<file path="config.mk">
export PLATFORM = sky130hd
export DESIGN_NAME = gpio_split_ctrl
export DESIGN_NICKNAME = d
export VERILOG_FILES = /design/src/rtl/gpio_ctrl_pkg.sv /design/src/rtl/gpio_half_bank.sv /design/src/rtl/gpio_in_sync.sv /design/src/rtl/gpio_split_ctrl.sv
export SDC_FILE = /design/constraint.sdc
export NUM_CORES = 1
export LEC_CHECK = 0
export CORE_MARGIN = 2
export CORE_UTILIZATION = 35
export DETAILED_ROUTE_END_ITERATION = 6
export GPL_TIMING_DRIVEN = 1
export PLACE_DENSITY = 0.66
export SYNTH_ARGS = -nofsm -noshare
export SYNTH_HDL_FRONTEND = slang
export SYNTH_SLANG_ARGS = --single-unit
</file>
<file path="constraint.sdc">
create_clock -name clk -period 4.2 [get_ports clk]
set_clock_uncertainty 0.05 [all_clocks]
set_input_delay 0.84 -clock clk [delete_from_list [all_inputs] [get_ports clk]]
set_output_delay 0.84 -clock clk [all_outputs]
set_load 0.03 [all_outputs]
</file>
<file path="src/rtl/gpio_ctrl_pkg.sv">
package gpio_ctrl_pkg;
    localparam logic [11:0] OFS_OUT_LO = 12'h100;
    localparam logic [11:0] OFS_OUT_HI = 12'h104;
    localparam logic [11:0] OFS_DIR_LO = 12'h108;
    localparam logic [11:0] OFS_DIR_HI = 12'h10C;
    localparam logic [11:0] OFS_PINS   = 12'h010;
    localparam int          HALF_STEP  = 4;
endpackage

</file>
<file path="src/rtl/gpio_half_bank.sv">
module gpio_half_bank #(
    parameter int HALF_W = 16
) (
    input  logic              clk,
    input  logic              rst_n,
    input  logic              dir_we,
    input  logic              out_we,
    input  logic [HALF_W-1:0] wmask,
    input  logic [HALF_W-1:0] wval,
    output logic [HALF_W-1:0] dir_q,
    output logic [HALF_W-1:0] out_q
);
    logic [HALF_W-1:0] dir_nx;
    logic [HALF_W-1:0] out_nx;

    always_comb begin
        dir_nx = dir_we ? ((dir_q & ~wmask) | (wval & wmask)) : dir_q;
        out_nx = out_we ? ((out_q & ~wmask) | (wval & wmask)) : out_q;
    end

    always_ff @(posedge clk or negedge rst_n) begin
        if (!rst_n) begin
            dir_q <= '0;
            out_q <= '0;
        end else begin
            dir_q <= dir_nx;
            out_q <= out_nx;
        end
    end

    // bits outside the mask keep their value
    assert_dir_unmasked_hold_R2: assert property (@(posedge clk) disable iff (!rst_n)
        dir_we |=> (((dir_q ^ $past(dir_q)) & ~$past(wmask)) == '0));
    assert_out_unmasked_hold_R2: assert property (@(posedge clk) disable iff (!rst_n)
        out_we |=> (((out_q ^ $past(out_q)) & ~$past(wmask)) == '0));
    // an empty mask leaves the register as it was
    assert_zero_mask_hold_R3: assert property (@(posedge clk) disable iff (!rst_n)
        ((dir_we || out_we) && wmask == '0) |=> ($stable(dir_q) && $stable(out_q)));
    // with no write strobe the registers keep their value
    assert_idle_hold_R8: assert property (@(posedge clk) disable iff (!rst_n)
        (!dir_we && !out_we) |=> ($stable(dir_q) && $stable(out_q)));
endmodule

</file>
<file path="src/rtl/gpio_in_sync.sv">
module gpio_in_sync #(
    parameter int W = 32
) (
    input  logic         clk,
    input  logic         rst_n,
    input  logic [W-1:0] async_in,
    output logic [W-1:0] sync_out
);
    logic [W-1:0] stage1;
    logic [1:0]   fill_cnt;

    always_ff @(posedge clk or negedge rst_n) begin
        if (!rst_n) begin
            stage1   <= '0;
            sync_out <= '0;
        end else begin
            stage1   <= async_in;
            sync_out <= stage1;
        end
    end

    always_ff @(posedge clk or negedge rst_n) begin
        if (!rst_n)             fill_cnt <= '0;
        else if (fill_cnt != 2) fill_cnt <= fill_cnt + 2'd1;
    end

    // the synchronized value is the pin value from two edges earlier
    assert_sync_latency_R7: assert property (@(posedge clk) disable iff (!rst_n)
        (fill_cnt == 2) |-> (sync_out == $past(async_in, 2)));
endmodule

</file>
<file path="src/rtl/gpio_split_ctrl.sv">
module gpio_split_ctrl
    import gpio_ctrl_pkg::*;
#(
    parameter int ADDR_W = 12,
    parameter int HALF_W = 16
) (
    input  logic                clk,
    input  logic                rst_n,
    input  logic                bus_wr,
    input  logic [ADDR_W-1:0]   bus_addr,
    input  logic [2*HALF_W-1:0] bus_wdata,
    output logic [2*HALF_W-1:0] bus_rdata,
    input  logic [2*HALF_W-1:0] pad_in,
    output logic [2*HALF_W-1:0] pad_oe,
    output logic [2*HALF_W-1:0] pad_out
);
    localparam int NUM_HALVES = 2;
    localparam int PIN_W      = NUM_HALVES * HALF_W;

    logic [HALF_W-1:0] dir_h [NUM_HALVES];
    logic [HALF_W-1:0] out_h [NUM_HALVES];
    logic [PIN_W-1:0]  pins_sync;

    for (genvar h = 0; h < NUM_HALVES; h++) begin : g_half
        localparam logic [ADDR_W-1:0] DIR_A = ADDR_W'(OFS_DIR_LO) + ADDR_W'(h * HALF_STEP);
        localparam logic [ADDR_W-1:0] OUT_A = ADDR_W'(OFS_OUT_LO) + ADDR_W'(h * HALF_STEP);
        logic dir_we;
        logic out_we;
        assign dir_we = bus_wr && (bus_addr == DIR_A);
        assign out_we = bus_wr && (bus_addr == OUT_A);

        gpio_half_bank #(.HALF_W(HALF_W)) u_bank (
            .clk    (clk),
            .rst_n  (rst_n),
            .dir_we (dir_we),
            .out_we (out_we),
            .wmask  (bus_wdata[PIN_W-1:HALF_W]),
            .wval   (bus_wdata[HALF_W-1:0]),
            .dir_q  (dir_h[h]),
            .out_q  (out_h[h])
        );

        assign pad_oe[h*HALF_W +: HALF_W]  = dir_h[h];
        assign pad_out[h*HALF_W +: HALF_W] = out_h[h] & dir_h[h];
    end

    gpio_in_sync #(.W(PIN_W)) u_sync (
        .clk      (clk),
        .rst_n    (rst_n),
        .async_in (pad_in),
        .sync_out (pins_sync)
    );

    always_comb begin
        bus_rdata = '0;
        unique case (bus_addr)
            ADDR_W'(OFS_OUT_LO): bus_rdata[HALF_W-1:0] = out_h[0];
            ADDR_W'(OFS_OUT_HI): bus_rdata[HALF_W-1:0] = out_h[1];
            ADDR_W'(OFS_DIR_LO): bus_rdata[HALF_W-1:0] = dir_h[0];
            ADDR_W'(OFS_DIR_HI): bus_rdata[HALF_W-1:0] = dir_h[1];
            ADDR_W'(OFS_PINS):   bus_rdata = pins_sync;
            default:             bus_rdata = '0;
        endcase
    end

    // an output value never reaches a pin whose direction bit is 0
    assert_pad_gated_R5: assert property (@(posedge clk) disable iff (!rst_n)
        (pad_out & ~pad_oe) == '0);
    // register reads carry zeros in the upper half
    assert_read_upper_zero_R6: assert property (@(posedge clk) disable iff (!rst_n)
        (bus_addr == ADDR_W'(OFS_DIR_LO) || bus_addr == ADDR_W'(OFS_DIR_HI) ||
         bus_addr == ADDR_W'(OFS_OUT_LO) || bus_addr == ADDR_W'(OFS_OUT_HI))
        |-> (bus_rdata[PIN_W-1:HALF_W] == '0));
    // a write to the low-half addresses leaves the high-pin enables alone
    assert_half_isolation_R4: assert property (@(posedge clk) disable iff (!rst_n)
        (bus_wr && (bus_addr == ADDR_W'(OFS_DIR_LO) || bus_addr == ADDR_W'(OFS_OUT_LO)))
        |=> $stable(pad_oe[PIN_W-1:HALF_W]));
endmodule

</file>
# Yosys cells after proc, flatten, opt, wreduce, memory -nomap -nowiden
# Index checks and enable logic that the tools add are counted.
# Widths: inputs -> output; s select.
[word_totals] regBits=128 output_inout_bits=96 elab_cells=29
[op_classes] n_eq_ne=5 muxes=2 bitwise_logic=12 reduce_logical=4
[ops] cell="$and 16x16->16" n=7
[ops] cell="$pmux 16 s5" n=1
[ops] cell="$or 16x16->16" n=4
[ops] cell="$eq 12x9->1 const B" n=4
[ops] cell="$mux 16" n=1
[ops] cell="$not 16->16" n=1
[ops] cell="$eq 12x5->1 const B" n=1
[ops] cell="$logic_and 1x1->1" n=4

# Longest topological paths before layout
[logic_depth] ltp_word=3 depth_mapped=6 ltp_nobuf=3

# Hierarchy
# A second synthesis with hierarchy kept.
[hier_totals] hier_cells=415 hier_area_um2=5611.6
[by_module_without_submodules] mod="gpio_half_bank" instances=2 cells_each=100 area_per_inst_um2=1418.9 seq_area_each_um2=800.8
[by_module_without_submodules] mod="gpio_in_sync" instances=1 cells_each=64 area_per_inst_um2=1601.5 seq_area_each_um2=1601.5
[by_module_without_submodules] mod="gpio_split_ctrl" instances=1 cells_each=151 area_per_inst_um2=1172.4 seq_area_each_um2=0.0

# Least setup slack after synthesis
# No wires, ideal clock.
[synth_timing] path_kind="input to output" start="input port bus_addr[2]" end="output port bus_rdata[0]" t_arrival_ns=2.418 t_required_ns=3.310 setup_slack_ns=0.892 path_stages=5 n_path_buf=2 cell_sequence="buf_2 -> buf_1 -> nor3b_1 -> a22oi_1 -> a21oi_1"
[synth_between] elab_chain_cells=2
[synth_lines] item="start, declared" line="gpio_split_ctrl.sv:10" rtl="input logic [ADDR_W-1:0] bus_addr,"
[synth_lines] item="$eq 12x5->1 or $eq 12x9->1 (tied branches)" line="gpio_split_ctrl.sv:56" rtl="unique case (bus_addr)"
[synth_lines] item="$pmux 16 s5 *" line="gpio_split_ctrl.sv:56"
[synth_lines] item="end, declared" line="gpio_split_ctrl.sv:12" rtl="output logic [2*HALF_W-1:0] bus_rdata,"
# Mark *: on every way between the ends. The rest lies on a longest branch, timed or not.

# Worst setup path in the final report
[layout_timing] start="input port bus_addr[8]" end="output port bus_rdata[9]"
# Same word-level chain as after synthesis.

==> run metrics <==
status finished clean; Crit path arrival time 2.82 ns; core area 17800 sq um; Vert. Die Dim 138 microns; RSZ-0062 raised after global routing false; TritonCTS Sinks 128; register-to-register setup slack 3.31 ns; Post-CTS Hold Fix Bufs 0; flops & latches, synth 128; Tcrit/Tclk final 0.884; worst vdd ir 0.275 mV; initial antenna violation count 1; post-synth top area cell dfrtp_1; Via density 5.22; slew margin rel. 0.364; Int Power 0.00218 W; Global Route Usage Sum 0.194; Worst Reg-to-Reg Cells 1; DR WL/cell 20.0 microns; CTS tree done; # DRC 0; pin count of the biggest net entering global routing 65; Least-Margin Pin Slew 0.954 ns; Placed Area 8270 sq um; Ports 175; layout cells sized above 1 0.281; CTS H-tree depth 4; Vias 4691; clock transition at the registers of the reported paths 0.06 ns; first-pass GRT wire length 28800 microns; Clock power frac 0.498; syn nets 557; Avg Inst Size Synth 13.2 sq um; std cell rows 49; Crit path required time 3.31 ns; CTS Buf Count 17; fin cells 898; antenna-violating nets left 0; fin area 8890 sq um; Root Buffer clkbuf_16; Yosys Warn Count 0; final max-slew violation count 0; worst-path maximum fanout 16; count of final setup violators 0; DIE AREA 19200 sq um; most frequent cells in the layout clkdlybuf4s50_1, dfrtp_1, mux2_1, buf_4, nor4_2; I/O Buffers 174; HP Class reg -> reg; largest cells by area after synthesis dfrtp_1, mux2_1, nor4_2; mapped cell area 6330 sq um; Skew-Pair Late Insertion Delay 0.43 ns; Leakage 3.65 nW; DP HPWL 12400 microns; placed cells 865; Routed WL 17900 microns; worst-case clock buffer depth 2; vias in the first global route 5012; die span in x 138 microns; Max Clk Rate 269 MHz; Post-CTS Setup Inserts 0; Setup CP Type in -> out; Final nets 734; commonest non-fill, non-tap cell in the layout clkdlybuf4s50_1; area grow syn2layout 40.5%; GPL Wtd Cong 0.748; register area share after synthesis 0.506; Setup crit end kind primary output; Hold Vio Cnt, Final 0; total gr overflow 0; switching fraction of total power 0.272; sw power 0.000812 W; crit start category input port; Unique masters post-synth 31; Pwr Density 336 nW/um^2; post-CTS sizing 0; register share of total power 0.427; Initial Util 0.355; Syn Inst Count 478; Final min period 3.71 ns; Gate power share 0.076; DR iter-0 viols 282; Max Cap Viol 0; setup_tns 0 ns; Synth top area share 0.506; drt first pass iters 4; WHS Path Cells 0
==> power by group through the flow <==
| stage | clock, W | sequential [W] | combinational, W |
|---|---|---|---|
| after global routing | 0.00159 | 0.00128 | 0.000245 |
| after CTS | 0.00152 | 0.00127 | 0.000229 |
| after detailed placement | 0 | 0.00130 | 0.000228 |
| after global placement | 0 | 0.00130 | 0.000223 |
| final | 0.00149 | 0.00127 | 0.000226 |
| after floorplan | 0 | 0.00130 | 0.0000802 |
==> metal layers <==
metal / vias up / routed length (microns) / track usage
met4: 0 / 242 / 0.0628
met5: - / 0 / 0
met3: 25 / 1420 / 0.0679
met1: 2333 / 8160 / 0.271
met2: 187 / 8130 / 0.285
li1: 2146 / - / -
==> critical path, cell delays in order <==
cell and delay, ns:
clkdlybuf4s50_1 0.66, buf_12 0.28, or4bb_1 0.49, a21o_1 0.21, a21oi_2 0.16, buf_4 0.18
==> final timing paths <==
path,startpoint,endpoint
max,bus_addr[8],bus_rdata[9]
min,u_sync.stage1[13],u_sync.sync_out[13]
max reg2reg,flop,flop
min reg2reg,u_sync.stage1[13],u_sync.sync_out[13]
max in group asynchronous,rst_n,asynchronous set/reset pin
min in group asynchronous,rst_n,u_sync.sync_out[31]
==> cell usage after synthesis <==
library cell / number
and3b_1: 2
a32oi_1: 1
buf_4: 4
a211o_1: 2
and2_1: 48
nor4bb_1: 1
or4_4: 1
nand4bb_1: 3
or4bb_1: 16
buf_2: 9
a21oi_1: 6
a21oi_2: 10
mux2_1: 63
a22oi_1: 15
nor4b_2: 1
nor3b_1: 2
buf_1: 4
nor2_1: 1
nor4_2: 50
nor4_1: 14
or2_2: 1
a21o_1: 1
nand4b_1: 18
buf_6: 7
mux2_2: 30
and4bb_2: 1
or4_1: 2
nand3b_1: 4
nand2_1: 13
clkbuf_1: 20
dfrtp_1: 128
==> cell type report <==
type | instances | area (sq um)
well taps | 229 | 287
repair buffers | 202 | 1890
fillers | 1526 | 8950
flip-flops and latches | 128 | 3200
diodes | 1 | 2.50
clock buffers | 17 | 425
clock inverters | 15 | 193
multi-input cells | 306 | 2900
==> kinds of logic (layout without fill, tap and decap cells) <==
family / count (synthesis) / in the layout / synth area share
compound gates: 35 / 35 / 0.0417
buf+inv: 44 / 234 / 0.0386
flops: 128 / 128 / 0.506
mux: 93 / 93 / 0.165
other cells: 0 / 1 / 0
simple gates: 178 / 178 / 0.248
==> through the flow <==
stage,hold WS [ns],total power (W),utilization,setup WS (ns)
floorplan,0.281,0.00138,-,0.892
global placement,0.282,0.00152,0.464,0.507
detailed placement,0.285,0.00153,0.464,0.485
CTS,0.299,0.00303,0.498,0.490
global route,0.307,0.00311,0.498,0.402
finish,0.299,0.00299,0.498,0.489
Power figures use the tool's default switching activity.
